<file path="config.mk">
export PLATFORM = sky130hd
export DESIGN_NAME = irq_capture_ctrl
export DESIGN_NICKNAME = d
export VERILOG_FILES = /design/src/rtl/irq_cap_pkg.sv /design/src/rtl/irq_cap_sync.sv /design/src/rtl/irq_cap_lane.sv /design/src/rtl/irq_cap_resolver.sv /design/src/rtl/irq_cap_ack_seq.sv /design/src/rtl/irq_capture_ctrl.sv
export SDC_FILE = /design/constraint.sdc
export NUM_CORES = 1
export LEC_CHECK = 0
export ABC_CLOCK_PERIOD_IN_PS = 7450
export CORE_UTILIZATION = 45
export CTS_CLUSTER_DIAMETER = 100
export DETAILED_ROUTE_END_ITERATION = 8
export PLACE_DENSITY = 0.66
export SLEW_MARGIN = 20
export SYNTH_ARGS = -nofsm -noshare
export SYNTH_HDL_FRONTEND = slang
export SYNTH_SLANG_ARGS = --single-unit
export TNS_END_PERCENT = 20
</file>
<file path="constraint.sdc">
create_clock -name clk -period 7.45 [get_ports clk]
set_clock_uncertainty 0.1 [all_clocks]
set_input_delay 1.49 -clock clk [delete_from_list [all_inputs] [get_ports clk]]
set_output_delay 1.49 -clock clk [all_outputs]
set_load 0.1 [all_outputs]
</file>
<file path="src/rtl/irq_cap_pkg.sv">
package irq_cap_pkg;
  localparam int unsigned NUM_IN = 8;
  localparam int unsigned ID_W   = $clog2(NUM_IN);

  typedef enum logic [1:0] {
    SQ_IDLE  = 2'd0,
    SQ_FIRST = 2'd1,
    SQ_GAP   = 2'd2,
    SQ_SECOND = 2'd3
  } ack_phase_e;
endpackage

</file>
<file path="src/rtl/irq_cap_sync.sv">
module irq_cap_sync #(
  parameter int unsigned WIDTH  = 8,
  parameter int unsigned STAGES = 2
) (
  input  logic             clk,
  input  logic             rst_n,
  input  logic [WIDTH-1:0] d_async,
  output logic [WIDTH-1:0] d_sync
);
  logic [WIDTH-1:0] chain [STAGES];

  always_ff @(posedge clk or negedge rst_n) begin
    if (!rst_n) begin
      for (int s = 0; s < int'(STAGES); s++) chain[s] <= '0;
    end else begin
      chain[0] <= d_async;
      for (int s = 1; s < int'(STAGES); s++) chain[s] <= chain[s-1];
    end
  end

  assign d_sync = chain[STAGES-1];
endmodule

</file>
<file path="src/rtl/irq_cap_lane.sv">
module irq_cap_lane (
  input  logic clk,
  input  logic rst_n,
  input  logic irq_s,
  input  logic level_mode,
  input  logic commit,
  input  logic eoi_clr,
  output logic irr,
  output logic isr
);
  logic esl;
  logic commit_q;

  always_ff @(posedge clk or negedge rst_n) begin
    if (!rst_n) begin
      isr      <= 1'b0;
      esl      <= 1'b0;
      commit_q <= 1'b0;
      irr      <= 1'b0;
    end else begin
      commit_q <= commit;
      isr      <= (isr & ~eoi_clr) | commit;
      if (commit_q)
        esl <= 1'b1;
      else if (!irq_s && !isr)
        esl <= 1'b0;
      irr <= irq_s & (level_mode | ~esl);
    end
  end

  p_isr_set_by_commit_r5: assert property (@(posedge clk) disable iff (!rst_n)
    $rose(isr) |-> $past(commit));
  p_isr_clear_by_eoi_r9: assert property (@(posedge clk) disable iff (!rst_n)
    $fell(isr) |-> $past(eoi_clr));
  p_esl_follows_isr_r7: assert property (@(posedge clk) disable iff (!rst_n)
    $rose(esl) |-> isr);
endmodule

</file>
<file path="src/rtl/irq_cap_resolver.sv">
module irq_cap_resolver #(
  parameter int unsigned N  = 8,
  parameter int unsigned IW = $clog2(N)
) (
  input  logic [N-1:0]  irr,
  input  logic [N-1:0]  isr,
  input  logic [N-1:0]  mask,
  output logic          int_req,
  output logic          win_found,
  output logic [IW-1:0] win_id,
  output logic          isr_any,
  output logic [IW-1:0] isr_top
);
  logic [N-1:0] pend;

  always_comb begin
    pend      = irr & ~mask;
    win_found = 1'b0;
    win_id    = '0;
    isr_any   = 1'b0;
    isr_top   = '0;
    for (int i = int'(N) - 1; i >= 0; i--) begin
      if (pend[i]) begin
        win_found = 1'b1;
        win_id    = IW'(i);
      end
      if (isr[i]) begin
        isr_any = 1'b1;
        isr_top = IW'(i);
      end
    end
    int_req = win_found && (!isr_any || (win_id < isr_top));
  end
endmodule

</file>
<file path="src/rtl/irq_cap_ack_seq.sv">
module irq_cap_ack_seq
  import irq_cap_pkg::*;
#(
  parameter int unsigned N  = 8,
  parameter int unsigned IW = $clog2(N)
) (
  input  logic          clk,
  input  logic          rst_n,
  input  logic          ack_s,
  input  logic          int_req,
  input  logic [IW-1:0] win_id,
  input  logic [N-1:0]  irr,
  output logic [N-1:0]  commit,
  output logic          idle,
  output logic          vec_valid,
  output logic [IW-1:0] vec_out
);
  localparam logic [IW-1:0] DEF_ID = IW'(N - 1);

  ack_phase_e    phase;
  logic          ack_q;
  logic          frozen_ok;
  logic [IW-1:0] frozen_id;
  logic          rise, fall;

  assign rise = ack_s & ~ack_q;
  assign fall = ~ack_s & ack_q;

  always_ff @(posedge clk or negedge rst_n) begin
    if (!rst_n) begin
      phase     <= SQ_IDLE;
      ack_q     <= 1'b0;
      frozen_ok <= 1'b0;
      frozen_id <= '0;
      commit    <= '0;
      vec_out   <= '0;
    end else begin
      ack_q  <= ack_s;
      commit <= '0;
      unique case (phase)
        SQ_IDLE: if (rise) begin
          phase     <= SQ_FIRST;
          frozen_ok <= int_req;
          frozen_id <= win_id;
        end
        SQ_FIRST: if (fall) begin
          phase <= SQ_GAP;
          if (frozen_ok && irr[frozen_id]) begin
            commit[frozen_id] <= 1'b1;
            vec_out           <= frozen_id;
          end else begin
            vec_out <= DEF_ID;
          end
        end
        SQ_GAP:    if (rise) phase <= SQ_SECOND;
        SQ_SECOND: if (fall) phase <= SQ_IDLE;
        default:   phase <= SQ_IDLE;
      endcase
    end
  end

  assign idle      = (phase == SQ_IDLE);
  assign vec_valid = (phase == SQ_SECOND);

  p_vec_stable_r5: assert property (@(posedge clk) disable iff (!rst_n)
    vec_valid && $past(vec_valid) |-> $stable(vec_out));
  p_commit_onehot_r6: assert property (@(posedge clk) disable iff (!rst_n)
    $onehot0(commit));
  p_commit_in_gap_r5: assert property (@(posedge clk) disable iff (!rst_n)
    (|commit) |-> (phase == SQ_GAP));
endmodule

</file>
<file path="src/rtl/irq_capture_ctrl.sv">
module irq_capture_ctrl
  import irq_cap_pkg::*;
(
  input  logic            clk,
  input  logic            rst_n,
  input  logic [NUM_IN-1:0] irq_in,
  input  logic [NUM_IN-1:0] mask_in,
  input  logic            level_mode,
  input  logic            ack_in,
  input  logic            eoi_valid,
  input  logic            eoi_specific,
  input  logic [ID_W-1:0] eoi_id,
  output logic            eoi_ready,
  output logic            int_out,
  output logic            vec_valid,
  output logic [ID_W-1:0] vec_out
);
  localparam int unsigned SYNC_STAGES = 2;

  logic [NUM_IN-1:0] irq_s, irr, isr, commit, eoi_clr;
  logic              ack_s, seq_idle, win_found, isr_any;
  logic [ID_W-1:0]   win_id, isr_top;

  irq_cap_sync #(.WIDTH(NUM_IN + 1), .STAGES(SYNC_STAGES)) u_sync (
    .clk(clk), .rst_n(rst_n),
    .d_async({ack_in, irq_in}),
    .d_sync({ack_s, irq_s})
  );

  for (genvar g = 0; g < NUM_IN; g++) begin : g_lane
    irq_cap_lane u_lane (
      .clk(clk), .rst_n(rst_n),
      .irq_s(irq_s[g]), .level_mode(level_mode),
      .commit(commit[g]), .eoi_clr(eoi_clr[g]),
      .irr(irr[g]), .isr(isr[g])
    );
  end

  irq_cap_resolver #(.N(NUM_IN), .IW(ID_W)) u_res (
    .irr(irr), .isr(isr), .mask(mask_in),
    .int_req(int_out), .win_found(win_found), .win_id(win_id),
    .isr_any(isr_any), .isr_top(isr_top)
  );

  irq_cap_ack_seq #(.N(NUM_IN), .IW(ID_W)) u_seq (
    .clk(clk), .rst_n(rst_n), .ack_s(ack_s),
    .int_req(int_out), .win_id(win_id), .irr(irr),
    .commit(commit), .idle(seq_idle),
    .vec_valid(vec_valid), .vec_out(vec_out)
  );

  assign eoi_ready = seq_idle;

  always_comb begin
    eoi_clr = '0;
    if (eoi_valid && eoi_ready) begin
      if (eoi_specific)      eoi_clr[eoi_id]  = 1'b1;
      else if (isr_any)      eoi_clr[isr_top] = 1'b1;
    end
  end

  p_ready_low_in_seq_r12: assert property (@(posedge clk) disable iff (!rst_n)
    vec_valid |-> !eoi_ready);
  p_int_needs_request_r3: assert property (@(posedge clk) disable iff (!rst_n)
    int_out |-> ((irr & ~mask_in) != '0));
  p_eoi_one_bit_r10: assert property (@(posedge clk) disable iff (!rst_n)
    $onehot0(eoi_clr));
endmodule

</file>
==> impl_metrics.toml <==
[outcome]
run_status = "completed"

[worst_setup_path]
path_class = "in2out"
r2r_start = "g_lane[3].u_lane.isr"
arrival_ns = 4.43
rrSetupSlack_ns = 5.20
cp-end-kind = "output pin"
cp_max_fo = 3
reg2reg_depth = 7
regToRegEndpoint = "u_seq.frozen_ok"
start_kind = "primary input"
required_ns = 5.86

[placement]
port_buffers = 30
hpwlAfterDp_mm = 3.77
dp.cells = 342
globalplace.congestion = 0.782

[clock_network]
h-tree-depth = 3
cts_tree = "done"
path_clk_slew_ns = 0.06
numCtsBuffers = 9
cts_resized = 0
cts_hold_buf = 0
cts_root_buf = "clkbuf_8"
cts.sinks = 68
clock_path_buffers = 2
clock_latency_ns = 0.34
post_cts_buffers = 0

[synthesis]
synthFlopType = "dfrtp_1"
yosysWarnings = 0
postSynthNetCount = 272
ys_ff_latch = 68
async_flop_share_pct = 100
ys_seq_area_share_pct = 61.5
synth_edf_count = 0
avgSynthCellArea_um2 = 11.5
synth_area_um2 = 2770
ys_types = 48
syn_inst = 241

[die]
die_h_um = 80.4
initial_utilization_pct = 46.7
rows = 28
core_area_um2 = 5920
die_area_um2 = 6470
die_w_um = 80.4
ios = 31

[cells_and_area]
n_antenna_cell = 0
final-seq-area_um2 = 1700
fin_cells = 357
fillerInstances = 512
finalNetCount = 309
final_util_pct = 55.9
area_growth_pct = 19.7
multi_input_area_um2 = 1020
drive_gt1_share_pct = 8.51

[grt]
grt_pass1_vias = 1795
grt_util_all_layers_pct = 19.5
grt_first_pass_wirelength_mm = 8.89
antenna_found_initial = 0
grt_overflow = 0
grt_max_degree = 69

[worst_hold_path]
holdPathStages = 0
min-delay-start = "u_sync.chain[13]"
holdCritPathClass = "reg2reg"
whs_endpoint = "u_sync.d_sync[4]"

[flow_run]
cap_violations = 0

[detailed_routing]
drc = 0
wl_mm = 5.40
wl_per_cell_um = 15.1
routed_via_density = 5.22
dr.pass1.iters = 4
dr.first_iter.drc_count = 56
ant_nets = 0
dr_total_vias = 1865

[power]
p_sw_uw = 442
intPower_uw = 688
netSwitchingFraction_pct = 39.1
power.share.clock_pct = 23.3
ir_worst_vdd_uv = 234
combPwrFrac_pct = 35.6
power_density_nw_per_um2 = 341
p_seq_share_pct = 41.1
p_leak_uw = 0.00153

[timing]
min_period_ns = 6.02
max_freq_mhz = 166
slew_headroom_pct = 35.6
hold_viol = 0
rsz0062_at_grt = "no"
setup_viol = 0
tightest_slew_ns = 0.963
setup_tns_ns = 0
finalCritPeriodShare_pct = 80.8
slew_violations = 0
per-layer routing:
metal / wire length (µm) / vias up / GRT usage [%]
met2: 2490 / 43 / 29.5
li1: - / 926 / -
met5: 0 / - / 0
met4: 86 / 0 / 7.14
met1: 2530 / 889 / 25.4
met3: 297 / 7 / 7.39
area by class of cell:
class | count | area share, %
tap | 75 | 2.83
inverter | 7 | 0.793
sequential | 68 | 51.4
timing repair buffer | 31 | 9.14
clock inverter | 2 | 0.302
clock buffer | 13 | 4.80
multi-input combinational | 161 | 30.8
state kept, by name, summed over array words and instances, names as in the netlist:
signal / count
g_lane.u_lane.isr: 8
u_sync.chain: 9
u_seq.frozen_id: 3
u_sync.d_sync: 9
u_seq.vec_out: 3
g_lane.u_lane.irr: 8
u_seq.phase: 2
u_seq.ack_q: 1
g_lane.u_lane.esl: 8
u_seq.frozen_ok: 1
u_seq.commit: 8
g_lane.u_lane.commit_q: 8
critical path: stages:
cell	delay, ns
clkdlybuf4s50_1	0.45
nor2b_1	0.06
nor4_1	0.44
nor2_1	0.10
ha_1	0.32
o21a_1	0.12
o22ai_2	0.11
a31oi_1	0.08
nor2_1	0.12
clkdlybuf4s50_1	1.13
power groups by stage:
stage | clock network, µW | registers, µW | logic [µW]
finish | 263 | 464 | 402
floorplan | 0 | 492 | 280
global route | 285 | 472 | 440
detailed placement | 0 | 470 | 401
global placement | 0 | 469 | 396
CTS | 270 | 463 | 404
worst max-delay path by stage:
| stage | slack [ns] | from | depth (start not counted) | to |
|---|---|---|---|---|
| 3_5_place_dp | 1.45 | mask_in[4] | 10 | int_out |
| 5_1_grt | 1.23 | mask_in[4] | 10 | int_out |
| 2_1_floorplan | 2.00 | mask_in[4] | 8 | int_out |
| 3_3_place_gp | 1.45 | mask_in[4] | 10 | int_out |
| 6_report | 1.43 | mask_in[4] | 10 | int_out |
| 4_1_cts | 1.42 | mask_in[4] | 10 | int_out |
cell families (layout without fill, tap and decap cells):
family | Yosys count | after routing | share of synthesized area, %
buf+inv | 12 | 53 | 1.72
flops | 68 | 68 | 61.5
simple gates | 88 | 88 | 16.9
fa+ha+maj | 6 | 6 | 2.71
compound gates | 62 | 62 | 14.9
mux | 5 | 5 | 2.31
cells in the mapped netlist (2+ instances only):
| cell type | number | area [µm²] |
|---|---|---|
| buf_2 | 2 | 10.0 |
| mux2i_1 | 3 | 30.0 |
| a21boi_1 | 2 | 15.0 |
| o21ai_0 | 14 | 70.1 |
| ha_1 | 6 | 75.1 |
| nor4_1 | 4 | 25.0 |
| inv_1 | 7 | 26.3 |
| o31ai_1 | 3 | 22.5 |
| a21oi_1 | 10 | 50.1 |
| buf_1 | 2 | 7.51 |
| nand2b_1 | 14 | 87.6 |
| dfrtp_1 | 68 | 1700 |
| a31oi_1 | 2 | 12.5 |
| nand2_1 | 18 | 67.6 |
| o21ai_1 | 4 | 20.0 |
| o221ai_1 | 2 | 17.5 |
| nor2b_1 | 7 | 43.8 |
| nand3_1 | 4 | 20.0 |
| nand3b_1 | 3 | 22.5 |
| a21boi_0 | 8 | 60.1 |
| nand4_1 | 2 | 12.5 |
| nor3_1 | 6 | 30.0 |
| a21o_1 | 6 | 45.0 |
| nor2_1 | 20 | 75.1 |
cell usage in the layout, fill, tap and decap left out, drive strengths merged, types with 6 or more instances in the layout:
cell and count:
nand2 18, nor2b 7, inv 7, a21oi 11, nor2 21, a21boi 10, clkdlybuf4s50 29, nor3 6
clkbuf 13, a21o 6, dfrtp 68, ha 6, o21ai 19, nand2b 14
through the flow:
stage | hold WS, ns | area [µm²] | total power, µW | setup WS [ns]
after floorplan | 0.231 | 2770 | 773 | 2.00
after global placement | 0.232 | 3140 | 865 | 1.45
after detailed placement | 0.235 | 3140 | 872 | 1.45
after CTS | 0.250 | 3310 | 1140 | 1.42
after global routing | 0.253 | 3310 | 1200 | 1.23
final | 0.247 | 3310 | 1130 | 1.43
Note: power is estimated with default switching activity, not from simulation.
